==> src/rtl/pm_cap_pkg.sv <==
package pm_cap_pkg;
    localparam int ADDR_W = 6;
    localparam int DATA_W = 32;
    localparam int BE_W   = DATA_W / 8;
    localparam logic [ADDR_W-1:0] HDR_DW_ADDR = 6'h14;
    localparam logic [ADDR_W-1:0] CSR_DW_ADDR = 6'h15;
    localparam logic [7:0] CAP_ID    = 8'h01;
    localparam logic [7:0] CAP_NEXT  = 8'h00;
    localparam logic [2:0] CAP_VER   = 3'h1;
    localparam int STATE_LSB = 0;
    localparam int EN_BIT    = 8;
    localparam int STS_BIT   = 15;

    typedef enum logic [1:0] {
        PS_D0 = 2'b00,
        PS_D1 = 2'b01,
        PS_D2 = 2'b10,
        PS_D3 = 2'b11
    } pstate_e;

    typedef enum logic {
        WK_IDLE    = 1'b0,
        WK_PENDING = 1'b1
    } wk_state_e;
endpackage

==> src/rtl/pm_state_fsm.sv <==
module pm_state_fsm
    import pm_cap_pkg::*;
(
    input  logic       clk,
    input  logic       rst_n,
    input  logic       strap_i,
    input  logic       ld_i,
    input  logic [1:0] code_i,
    output logic [1:0] state_o
);
    pstate_e cur_q, nxt;

    // state register: strap picks the reset state while rst_n is low
    always_ff @(posedge clk) begin
        if (!rst_n) cur_q <= strap_i ? PS_D0 : PS_D3;
        else        cur_q <= nxt;
    end

    always_comb begin
        nxt = cur_q;
        if (ld_i) begin
            unique case (code_i)
                2'b00: nxt = PS_D0;
                2'b01: nxt = PS_D1;
                2'b10: nxt = PS_D2;
                2'b11: nxt = PS_D3;
            endcase
        end
    end

    // output process
    always_comb begin
        unique case (cur_q)
            PS_D0: state_o = 2'b00;
            PS_D1: state_o = 2'b01;
            PS_D2: state_o = 2'b10;
            PS_D3: state_o = 2'b11;
        endcase
    end
endmodule

==> src/rtl/pm_wake_ctl.sv <==
module pm_wake_ctl
    import pm_cap_pkg::*;
(
    input  logic clk,
    input  logic rst_n,
    input  logic wake_i,
    input  logic lane_wr_i,
    input  logic en_wd_i,
    input  logic clr_wd_i,
    output logic sts_o,
    output logic en_o,
    output logic pme_n_o
);
    wk_state_e cur_q, nxt;
    logic      en_q;

    always_ff @(posedge clk) begin
        if (!rst_n) begin
            cur_q <= WK_IDLE;
            en_q  <= 1'b0;
        end else begin
            cur_q <= nxt;
            if (lane_wr_i) en_q <= en_wd_i;
        end
    end

    // wake has priority over a same-cycle clear
    always_comb begin
        nxt = cur_q;
        unique case (cur_q)
            WK_IDLE:    if (wake_i) nxt = WK_PENDING;
            WK_PENDING: if (lane_wr_i && clr_wd_i && !wake_i) nxt = WK_IDLE;
        endcase
    end

    always_comb begin
        unique case (cur_q)
            WK_IDLE:    begin sts_o = 1'b0; pme_n_o = 1'b1;  end
            WK_PENDING: begin sts_o = 1'b1; pme_n_o = !en_q; end
        endcase
        en_o = en_q;
    end
endmodule

==> src/rtl/pm_cfg_rmux.sv <==
module pm_cfg_rmux
    import pm_cap_pkg::*;
(
    input  logic [ADDR_W-1:0] addr_i,
    input  logic [1:0]        state_i,
    input  logic              en_i,
    input  logic              sts_i,
    output logic [DATA_W-1:0] rdata_o
);
    logic [DATA_W-1:0] hdr_word, csr_word;

    always_comb begin
        hdr_word = '0;
        hdr_word[7:0]   = CAP_ID;
        hdr_word[15:8]  = CAP_NEXT;
        hdr_word[18:16] = CAP_VER;
        csr_word = '0;
        csr_word[STATE_LSB+1:STATE_LSB] = state_i;
        csr_word[EN_BIT]  = en_i;
        csr_word[STS_BIT] = sts_i;
        if (addr_i == HDR_DW_ADDR)      rdata_o = hdr_word;
        else if (addr_i == CSR_DW_ADDR) rdata_o = csr_word;
        else                            rdata_o = '0;
    end
endmodule

==> src/rtl/pwr_mgmt_cap.sv <==
module pwr_mgmt_cap
    import pm_cap_pkg::*;
(
    input  logic              clk,
    input  logic              rst_n,
    input  logic              strap_i,
    input  logic [ADDR_W-1:0] cfg_addr,
    input  logic              cfg_wr_en,
    input  logic [BE_W-1:0]   cfg_be,
    input  logic [DATA_W-1:0] cfg_wdata,
    output logic [DATA_W-1:0] cfg_rdata,
    input  logic              wake_i,
    output logic              pme_n_o,
    output logic [1:0]        pwr_state_o
);
    logic csr_wr, lane0_wr, lane1_wr;
    logic pme_sts, pme_en;

    assign csr_wr   = cfg_wr_en && (cfg_addr == CSR_DW_ADDR);
    assign lane0_wr = csr_wr && cfg_be[0];
    assign lane1_wr = csr_wr && cfg_be[1];

    logic unused_bits;
    assign unused_bits = ^{cfg_wdata[DATA_W-1:16], cfg_wdata[14:9],
                           cfg_wdata[7:2], cfg_be[BE_W-1:2]};

    pm_state_fsm u_state (
        .clk     (clk),
        .rst_n   (rst_n),
        .strap_i (strap_i),
        .ld_i    (lane0_wr),
        .code_i  (cfg_wdata[STATE_LSB+1:STATE_LSB]),
        .state_o (pwr_state_o)
    );

    pm_wake_ctl u_wake (
        .clk       (clk),
        .rst_n     (rst_n),
        .wake_i    (wake_i),
        .lane_wr_i (lane1_wr),
        .en_wd_i   (cfg_wdata[EN_BIT]),
        .clr_wd_i  (cfg_wdata[STS_BIT]),
        .sts_o     (pme_sts),
        .en_o      (pme_en),
        .pme_n_o   (pme_n_o)
    );

    pm_cfg_rmux u_rmux (
        .addr_i  (cfg_addr),
        .state_i (pwr_state_o),
        .en_i    (pme_en),
        .sts_i   (pme_sts),
        .rdata_o (cfg_rdata)
    );
endmodule

==> config.mk <==
export PLATFORM = sky130hd
export DESIGN_NAME = pwr_mgmt_cap
export DESIGN_NICKNAME = d
export VERILOG_FILES = /design/src/rtl/pm_cap_pkg.sv /design/src/rtl/pm_state_fsm.sv /design/src/rtl/pm_wake_ctl.sv /design/src/rtl/pm_cfg_rmux.sv /design/src/rtl/pwr_mgmt_cap.sv
export SDC_FILE = /design/constraint.sdc
export NUM_CORES = 1
export LEC_CHECK = 0
export BUFFER_PORTS_ARGS = -buffer_cell sky130_fd_sc_hd__clkbuf_2
export CORE_MARGIN = 5
export CORE_UTILIZATION = 28
export CTS_CLUSTER_SIZE = 14
export DETAILED_ROUTE_END_ITERATION = 7
export HOLD_SLACK_MARGIN = 0.02
export PLACE_DENSITY = 0.95
export SYNTH_ARGS = -nofsm -noshare
export SYNTH_HDL_FRONTEND = slang
export SYNTH_SLANG_ARGS = --single-unit
==> constraint.sdc <==
create_clock -name clk -period 2 [get_ports clk]
set_clock_uncertainty 0.05 [all_clocks]
set_input_delay 0.1 -clock clk [delete_from_list [all_inputs] [get_ports clk]]
set_output_delay 0.1 -clock clk [all_outputs]
set_load 0.005 [all_outputs]
; ---- After elaboration in Yosys (flattened, before gate mapping)
; Cells that the tools add are included.
[word_totals]
word_cells = 34
in_bits = 47
ff_bits = 4
output_inout_bits = 35
[classes]
bitwise = 1
n_reduce_logical = 9
muxes = 12
n_eq_ne = 9
[op_table]
columns = cell, n
row1 = $mux W32, 1
row2 = $mux W16, 1
row3 = $pmux W2 S4, 2
row4 = $eq A6 B5 Y1 const B, 2
row5 = $eq A2 B2 Y1 const B, 4
row6 = $mux W2, 3
row7 = $pmux W1 S2, 3
row8 = $logic_and A1 B1 Y1, 5
row9 = $eq A2 B1 Y1 const B, 2
row10 = $logic_not A2 Y1, 2
row11 = $logic_not A1 Y1, 2
row12 = $mux W1, 2
row13 = $ne A2 B1 Y1 const B, 1
row14 = $not A1 Y1, 1

; ---- Logic depth before layout (Yosys ltp)
; Gate-level depths: netlist (run 1).
[logic_depth]
depth_word = 7
depth_mapped = 3
depth_no_buf = 3

; ---- Modules after synthesis
; A second synthesis (run 1) with hierarchy kept.
[unflattened]
hier_cells = 61
hier_area_um2 = 478.0
[by_module_without_submodules]
columns = mod, area_each_um2, instances, seq_area_each_um2, cells_per_inst
row1 = pm_cfg_rmux, 276.5, 1, 0.0, 38
row2 = pm_state_fsm, 91.3, 1, 60.1, 9
row3 = pm_wake_ctl, 75.1, 1, 40.0, 8
row4 = pwr_mgmt_cap, 35.0, 1, 0.0, 6

; ---- Worst setup path before layout (run 1)
; Ideal clock, no wire load.
[synth_path]
path_type = input to register
startpoint = in cfg_addr[2]
endpoint = reg u_state.cur_q[0], enable pin
arrival_time_ns = 0.622
setup_ns = 0.327
path_buffers = 0
t_required_ns = 1.623
slack_ns = 1.000
path_stages = 3
cell_sequence = nor2b_1 > nand3_1 > o21ai_0
[synth_between]
elab_chain_len = 4
[synth_rtl]
columns = item, line_no
row1 = start: declaration, pwr_mgmt_cap.sv:7  ; input logic [ADDR_W-1:0] cfg_addr,
row2 = $eq A6 B5 Y1, pwr_mgmt_cap.sv:19  ; assign csr_wr = cfg_wr_en && (cfg_addr == CSR_DW_ADDR);
row3 = $logic_and A1 B1 Y1, pwr_mgmt_cap.sv:19
row4 = $logic_and A1 B1 Y1, pwr_mgmt_cap.sv:20  ; assign lane0_wr = csr_wr && cfg_be[0];
row5 = $ne A2 B1 Y1 (no line), n/a
row6 = end signal: assignment, pm_state_fsm.sv:15  ; if (!rst_n) cur_q <= strap_i ? PS_D0 : PS_D3;
row7 = end signal: assignment, pm_state_fsm.sv:16  ; else cur_q <= nxt;
row8 = end: declaration, pm_state_fsm.sv:11  ; pstate_e cur_q, nxt;
; No other way between the ends.
; A chain may end at the register's enable or synchronous reset.

; ---- Final worst setup path (run 1)
[layout_path]
startpoint = reg u_state.cur_q[1]
endpoint = out cfg_rdata[1]
[layout_between]
elab_chain_len = 4
elab_cells_between_ends = 7
cone_classes = eq/ne: 3 / mux: 3 / reduce/logical: 1
[layout_rtl]
columns = item, line_no
row1 = $eq A2 B2 Y1 (tied with other cells), pm_state_fsm.sv:33  ; unique case (cur_q)
row2 = $pmux W2 S4 (*), pm_state_fsm.sv:33
row3 = $mux W16 (*), pm_cfg_rmux.sv:22  ; else if (addr_i == CSR_DW_ADDR) rdata_o = csr_word;
row4 = $mux W32 (*), pm_cfg_rmux.sv:21  ; if (addr_i == HDR_DW_ADDR) rdata_o = hdr_word;
row5 = end: declaration, pwr_mgmt_cap.sv:11  ; output logic [DATA_W-1:0] cfg_rdata,
; Mark *: on every way between the ends. The rest lies on a longest branch, timed or not.

==> impl_metrics.csv, run 1 <==
group,metric,value,unit
detailed_routing,wl_per_cell,10.1,um
clock_network,cts_resized,0,
clock_network,clock_latency,0.23,ns
synthesis,synth_area,452,um^2
final_layout,finalNetCount,133,
timing,final-setup-viol-count,0,
final_layout,stdcell_count,101,
power,power_density,494,nW/um^2
placed_design,dp_cells,96,
worst_setup_path,arrival,0.90,ns
synthesis,yosysUniqueCellTypes,17,
final_layout,n_antenna_cell,0,
job,cap_violations,0,
detailed_routing,vias,386,
global_routing,antenna_found_initial,0,
final_layout,fillers,186,
final_layout,syn2layout_area_growth,14.1,%
worst_setup_path,critPathMaxStageDelay,0.38,ns
timing,postLayoutSetupSlackWorst,0.949,ns
worst_setup_path,path_cells,"and3_2 > clkbuf_2",
placed_design,place_ws,0.816,ns
power,leakage,0.313,nW
detailed_routing,vias_per_cell,3.82,
floorplanning,floorplan.initialDensity,0.296,
synthesis,ys_seq_area_frac,0.222,
clock_network,cts.clk_slew.worst_paths,0.04,ns
detailed_routing,dr.pass1.iters,4,
power,total_power,0.255,mW
clock_network,clock_sinks,4,
clock_network,cts.path.max_buffers,2,
timing,grt_setup_unrepaired,"no",
synthesis,synth.avg_cell_area,7.66,um^2
worst_setup_path,critPathLaunchType,"flip-flop",
power,peakVddDrop,216,uV
detailed_routing,drc,0,
detailed_routing,ant_nets,0,
outcome,status,"finished, final reports clean",
global_routing,overflow,0,
global_routing,grt_max_degree,9,
timing,final.period_utilization,0.525,
timing,max_freq,0.952,GHz
final_layout,final-seq-area,100,um^2
synthesis,synth_warnings,0,
worst_setup_path,crit_required,1.85,ns
clock_network,cts_buffers,3,
final_layout,multi_input_area,231,um^2
worst_hold_path,hp-class,"in2reg",
global_routing,grt_pass1_vias,353,
floorplanning,die_h,50.2,um
detailed_routing,drt_wl_total,1.02,mm
clock_network,root_buffer,"clkbuf_4",
clock_network,htreeDepth,1,
worst_setup_path,slowest_stage,"edfxtp_1",
global_routing,grt_pass1_wl,1.51,mm
floorplanning,die_area,2520,um^2
worst_setup_path,cp_max_fo,2,
global_routing,grt_usage,0.0783,
synthesis,ys_seq_elements,4,
timing,hold_viol,0,
floorplanning,io_pins,82,
floorplanning,num_rows,14,
timing,whs,0.0534,ns
floorplanning,die_x,50.2,um
worst_setup_path,endpoint_kind,"primary output",
floorplanning,fp.coreArea,1520,um^2
clock_network,cts_tree,"done",
worst_setup_path,critPathKind,"reg2out",
final_layout,drive_gt1_frac,0.365,
timing,final.setup.tns,0,ns
placed_design,gp_congestion,0.789,
timing,min_period,1.05,ns
synthesis,syn_inst,59,
detailed_routing,drtIter0Drc,2,
timing,final_max_slew_viol_count,0,
placed_design,io_buffers,24,
## cell usage after synthesis
library cell  number  share of area
and3_2             3          0.050
and4_4             1          0.025
edfxtp_1           2           0.13
and3_1             2          0.028
clkbuf_1           2          0.017
conb_1             1         0.0083
nand3_1            2          0.022
a21oi_1            1          0.011
o21ai_0            4          0.044
nor2b_1            1          0.014
mux2i_1            1          0.022
buf_4             27           0.45
dfxtp_1            2          0.089
inv_1              2          0.017
nor2_1             2          0.017
nand2_1            5          0.042
a31oi_1            1          0.014
## metrics by stage
step	area, um^2	utilization
after floorplan	549	-
after global placement	479	0.314
after detailed placement	479	0.314
after CTS	515	0.338
after global routing	515	0.338
final	515	0.338
## state kept, by name, summed over array words and instances, names as in the netlist
register and flops:
u_wake.en_o 1, u_state.cur_q 2, u_wake.cur_q 1
## cell families (layout without fill, tap and decap cells)
| family | count (synthesis) | in the layout | share of synthesized area |
|---|---|---|---|
| multiplexers | 1 | 1 | 0.0222 |
| buffers and inverters | 31 | 31 | 0.482 |
| other | 1 | 27 | 0.00830 |
| AO/OA/AOI/OAI | 6 | 6 | 0.0693 |
| AND/OR/NAND/NOR | 16 | 16 | 0.197 |
| flip-flops | 4 | 4 | 0.222 |
## layout by cell type (no fill, tap or decap), drive strengths merged
cell type	synthesis	layout
and4	1	1
o21ai	4	4
a21oi	1	1
nor2	2	2
nand2	5	5
clkbuf	2	28
dfxtp	2	2
conb	1	27
mux2i	1	1
dlygate4sd3	0	1
inv	2	2
nand3	2	2
edfxtp	2	2
nor2b	1	1
and3	5	5
a31oi	1	1
## repair_timing
action	4_1_cts	5_1_grt
setup buffers	0	0
endpoints found under the setup margin	0	0
hold buffers	1	0
hold endpoints to repair	1	0
## final cells by class
class                   count  area share
clock buffers               4      0.0510
well taps                  16      0.0388
inverters                   2      0.0146
repair buffers             25       0.252
flip-flops and latches      4       0.194
multi-input cells          50       0.449
## per-layer routing
| layer | global-route usage | share of wire | routed length, um |
|---|---|---|---|
| met1 | 0.0865 | 0.34 | 351 |
| met2 | 0.130 | 0.51 | 525 |
| met3 | 0.0296 | 0.14 | 145 |
| met4 | 0.0393 | 0 | 0 |
| met5 | 0 | 0 | 0 |
## worst paths after layout
| kind | from | slack, ns | end | depth (start not counted) |
|---|---|---|---|---|
| max | u_state.cur_q[1] | 0.95 | cfg_rdata[1] | 2 |
| min | cfg_wdata[8] | 0.05 | u_wake.en_o | 3 |
| max reg2reg | u_wake.cur_q | 1.32 | u_wake.cur_q | 2 |
| min reg2reg | u_wake.en_o | 0.42 | u_wake.en_o | 2 |
## critical path: cells and delay by family (launching register included)
family / cells / cell delay, ns
flops: 1 / 0.38
simple gates: 1 / 0.18
buf+inv: 1 / 0.11
## report_power, final
group / internal [mW] / switching (mW)
clock network: 0.0751 / 0.0357
registers: 0.0927 / 0.00251
logic: 0.0198 / 0.0291
total: 0.188 / 0.0673
(Power assumes the default switching activity.)
==> run 2, diff against run 1 <==
--- a/config.mk
+++ b/config.mk
@@ -7,11 +7,11 @@
 export LEC_CHECK = 0
 export BUFFER_PORTS_ARGS = -buffer_cell sky130_fd_sc_hd__clkbuf_2
 export CORE_MARGIN = 5
-export CORE_UTILIZATION = 28
+export CORE_UTILIZATION = 26
 export CTS_CLUSTER_SIZE = 14
 export DETAILED_ROUTE_END_ITERATION = 7
 export HOLD_SLACK_MARGIN = 0.02
-export PLACE_DENSITY = 0.95
+export PLACE_DENSITY = 0.9
 export SYNTH_ARGS = -nofsm -noshare
 export SYNTH_HDL_FRONTEND = slang
 export SYNTH_SLANG_ARGS = --single-unit
==> constraint.sdc (replaced) <==
create_clock -name clk -period 1 [get_ports clk]
set_clock_uncertainty 0.05 [all_clocks]
set_input_delay 0.05 -clock clk [delete_from_list [all_inputs] [get_ports clk]]
set_output_delay 0.05 -clock clk [all_outputs]
set_load 0.005 [all_outputs]
==> run 2 against run 1 <==
Against the previous run: global-route usage barely moved; core utilization down 1.1 points; sequential cell count unchanged; count of clock-buffer cells in the layout unchanged; critical endpoint unchanged; largest cell class unchanged; highest routed layer is now met4.
==> impl_metrics.csv, run 2 (synthesis gave the netlist of run 1 again) <==
group,metric,value,unit
detailed_routing,wl_per_cell,9.94,um
timing,final.period_utilization,0.982,
placed_design,gp_congestion,0.554,
worst_setup_path,slowest_stage,"edfxtp_1",
detailed_routing,dr.pass1.iters,3,
final_layout,n_antenna_cell,0,
final_layout,syn2layout_area_growth,22.4,%
worst_setup_path,crit_required,0.90,ns
clock_network,htreeDepth,1,
worst_hold_path,min_from,"cfg_wdata[0]",
placed_design,dp.final_hpwl,915,um
detailed_routing,vias_per_cell,3.78,
timing,final-setup-viol-count,0,
job,cap_violations,0,
floorplanning,fp.coreArea,1690,um^2
clock_network,cts.path.max_buffers,2,
floorplanning,die_x,51.7,um
worst_hold_path,hp-class,"in2reg",
floorplanning,io_pins,82,
detailed_routing,vias,397,
floorplanning,num_rows,15,
timing,min_period,0.982,ns
power,leakage,0.324,nW
worst_setup_path,endpoint_kind,"primary output",
clock_network,root_buffer,"clkbuf_4",
global_routing,grt_usage,0.0780,
timing,hold_viol,0,
floorplanning,floorplan.initialDensity,0.267,
clock_network,clock_sinks,4,
final_layout,final_common_cell,"conb_1",
power,peakVddDrop,342,uV
power,total_power,0.524,mW
worst_setup_path,critPathLaunchType,"flip-flop",
global_routing,overflow,0,
global_routing,antenna_found_initial,0,
worst_setup_path,startpoint,"u_state.cur_q[1]",
timing,final_max_slew_viol_count,0,
final_layout,largest_reg_flops,2,
timing,max_freq,1.02,GHz
final_layout,finalNetCount,136,
floorplanning,die_h,51.7,um
worst_setup_path,path_cells,"and3_4 > clkbuf_2",
clock_network,cts_tree,"done",
detailed_routing,drc,0,
detailed_routing,drtIter0Drc,2,
global_routing,grt_pass1_vias,356,
final_layout,post-route-util,0.327,
clock_network,cts_buffers,3,
worst_setup_path,critPathMaxStageDelay,0.38,ns
detailed_routing,drt_wl_total,1.04,mm
detailed_routing,ant_nets,0,
worst_setup_path,critPathKind,"reg2out",
worst_setup_path,arrival,0.88,ns
worst_setup_path,cp_max_fo,2,
timing,grt_setup_unrepaired,"yes",
timing,final.setup.tns,0,ns
clock_network,cts.clk_slew.worst_paths,0.04,ns
worst_setup_path,rr_startpoint,"u_wake.cur_q",
global_routing,grt_max_degree,9,
final_layout,top_register,"u_state.cur_q",
final_layout,layout_common_cells,"27 x conb_1, 23 x clkbuf_2, 5 x nand2_1",
final_layout,drive_gt1_frac,0.386,
power,power_density,948,nW/um^2
final_layout,fillers,188,
clock_network,clock_latency,0.23,ns
global_routing,grt_pass1_wl,1.48,mm
floorplanning,die_area,2670,um^2
outcome,status,"finished, final reports clean",
placed_design,io_buffers,24,
run 2: changes by cell type in the layout (fill, tap and decap cells not counted), sizes merged:
cell and change:
dlygate4sd3 +2, clkbuf -1, buf +2
run 2: cell type report:
type / count / area (um^2) / area share
clock buffers: 4 / 26.3 / 0.0475
inverters: 2 / 7.51 / 0.0136
multi-input cells: 50 / 239 / 0.432
flip-flops and latches: 4 / 101 / 0.183
well taps: 17 / 21.3 / 0.0385
repair buffers: 28 / 158 / 0.285
run 2: critical path: cells and delay by family (launching register included):
kind          cells  cell delay (ns)
simple gates      1             0.16
buf+inv           1             0.10
flops             1             0.38
run 2: metal layers:
layer	routed length, um	GRT usage
met5	0	0
met4	14	0.0655
met3	173	0.0287
met2	488	0.127
met1	368	0.0784
run 2: power breakdown:
| group | internal, mW | total (mW) | switching (mW) |
|---|---|---|---|
| sequential | 0.186 | 0.192 | 0.00580 |
| clock | 0.150 | 0.223 | 0.0731 |
| combinational | 0.0459 | 0.109 | 0.0630 |
run 2: path summary, 6_finish.rpt:
path | slack, ns | cells past startpoint | to
max | 0.02 | 2 | cfg_rdata[1]
min | 0.06 | 3 | u_state.cur_q[0]
max reg2reg | 0.29 | 2 | u_wake.cur_q
min reg2reg | 0.43 | 2 | u_wake.en_o
run 2: what timing repair did:
item / in CTS / in global routing
buffers inserted: 0 / 0
endpoints found under the hold margin: 2 / 0
resized for setup: 1 / 3
endpoints found under the setup margin: 1 / 3
hold buffers: 3 / 0
run 2: per-stage QoR:
| stage | cells | hold WS [ns] | worst slack (ns) | cell area (um^2) |
|---|---|---|---|---|
| 2_1_floorplan | 85 | 0.0811 | 0.0504 | 549 |
| 3_3_place_gp | 98 | 0.189 | -0.0504 | 488 |
| 3_5_place_dp | 98 | 0.207 | -0.132 | 488 |
| 4_1_cts | 105 | 0.0604 | 0.0110 | 548 |
| 5_1_grt | 105 | 0.0854 | -0.0155 | 553 |
| 6_report | 105 | 0.0647 | 0.0175 | 553 |
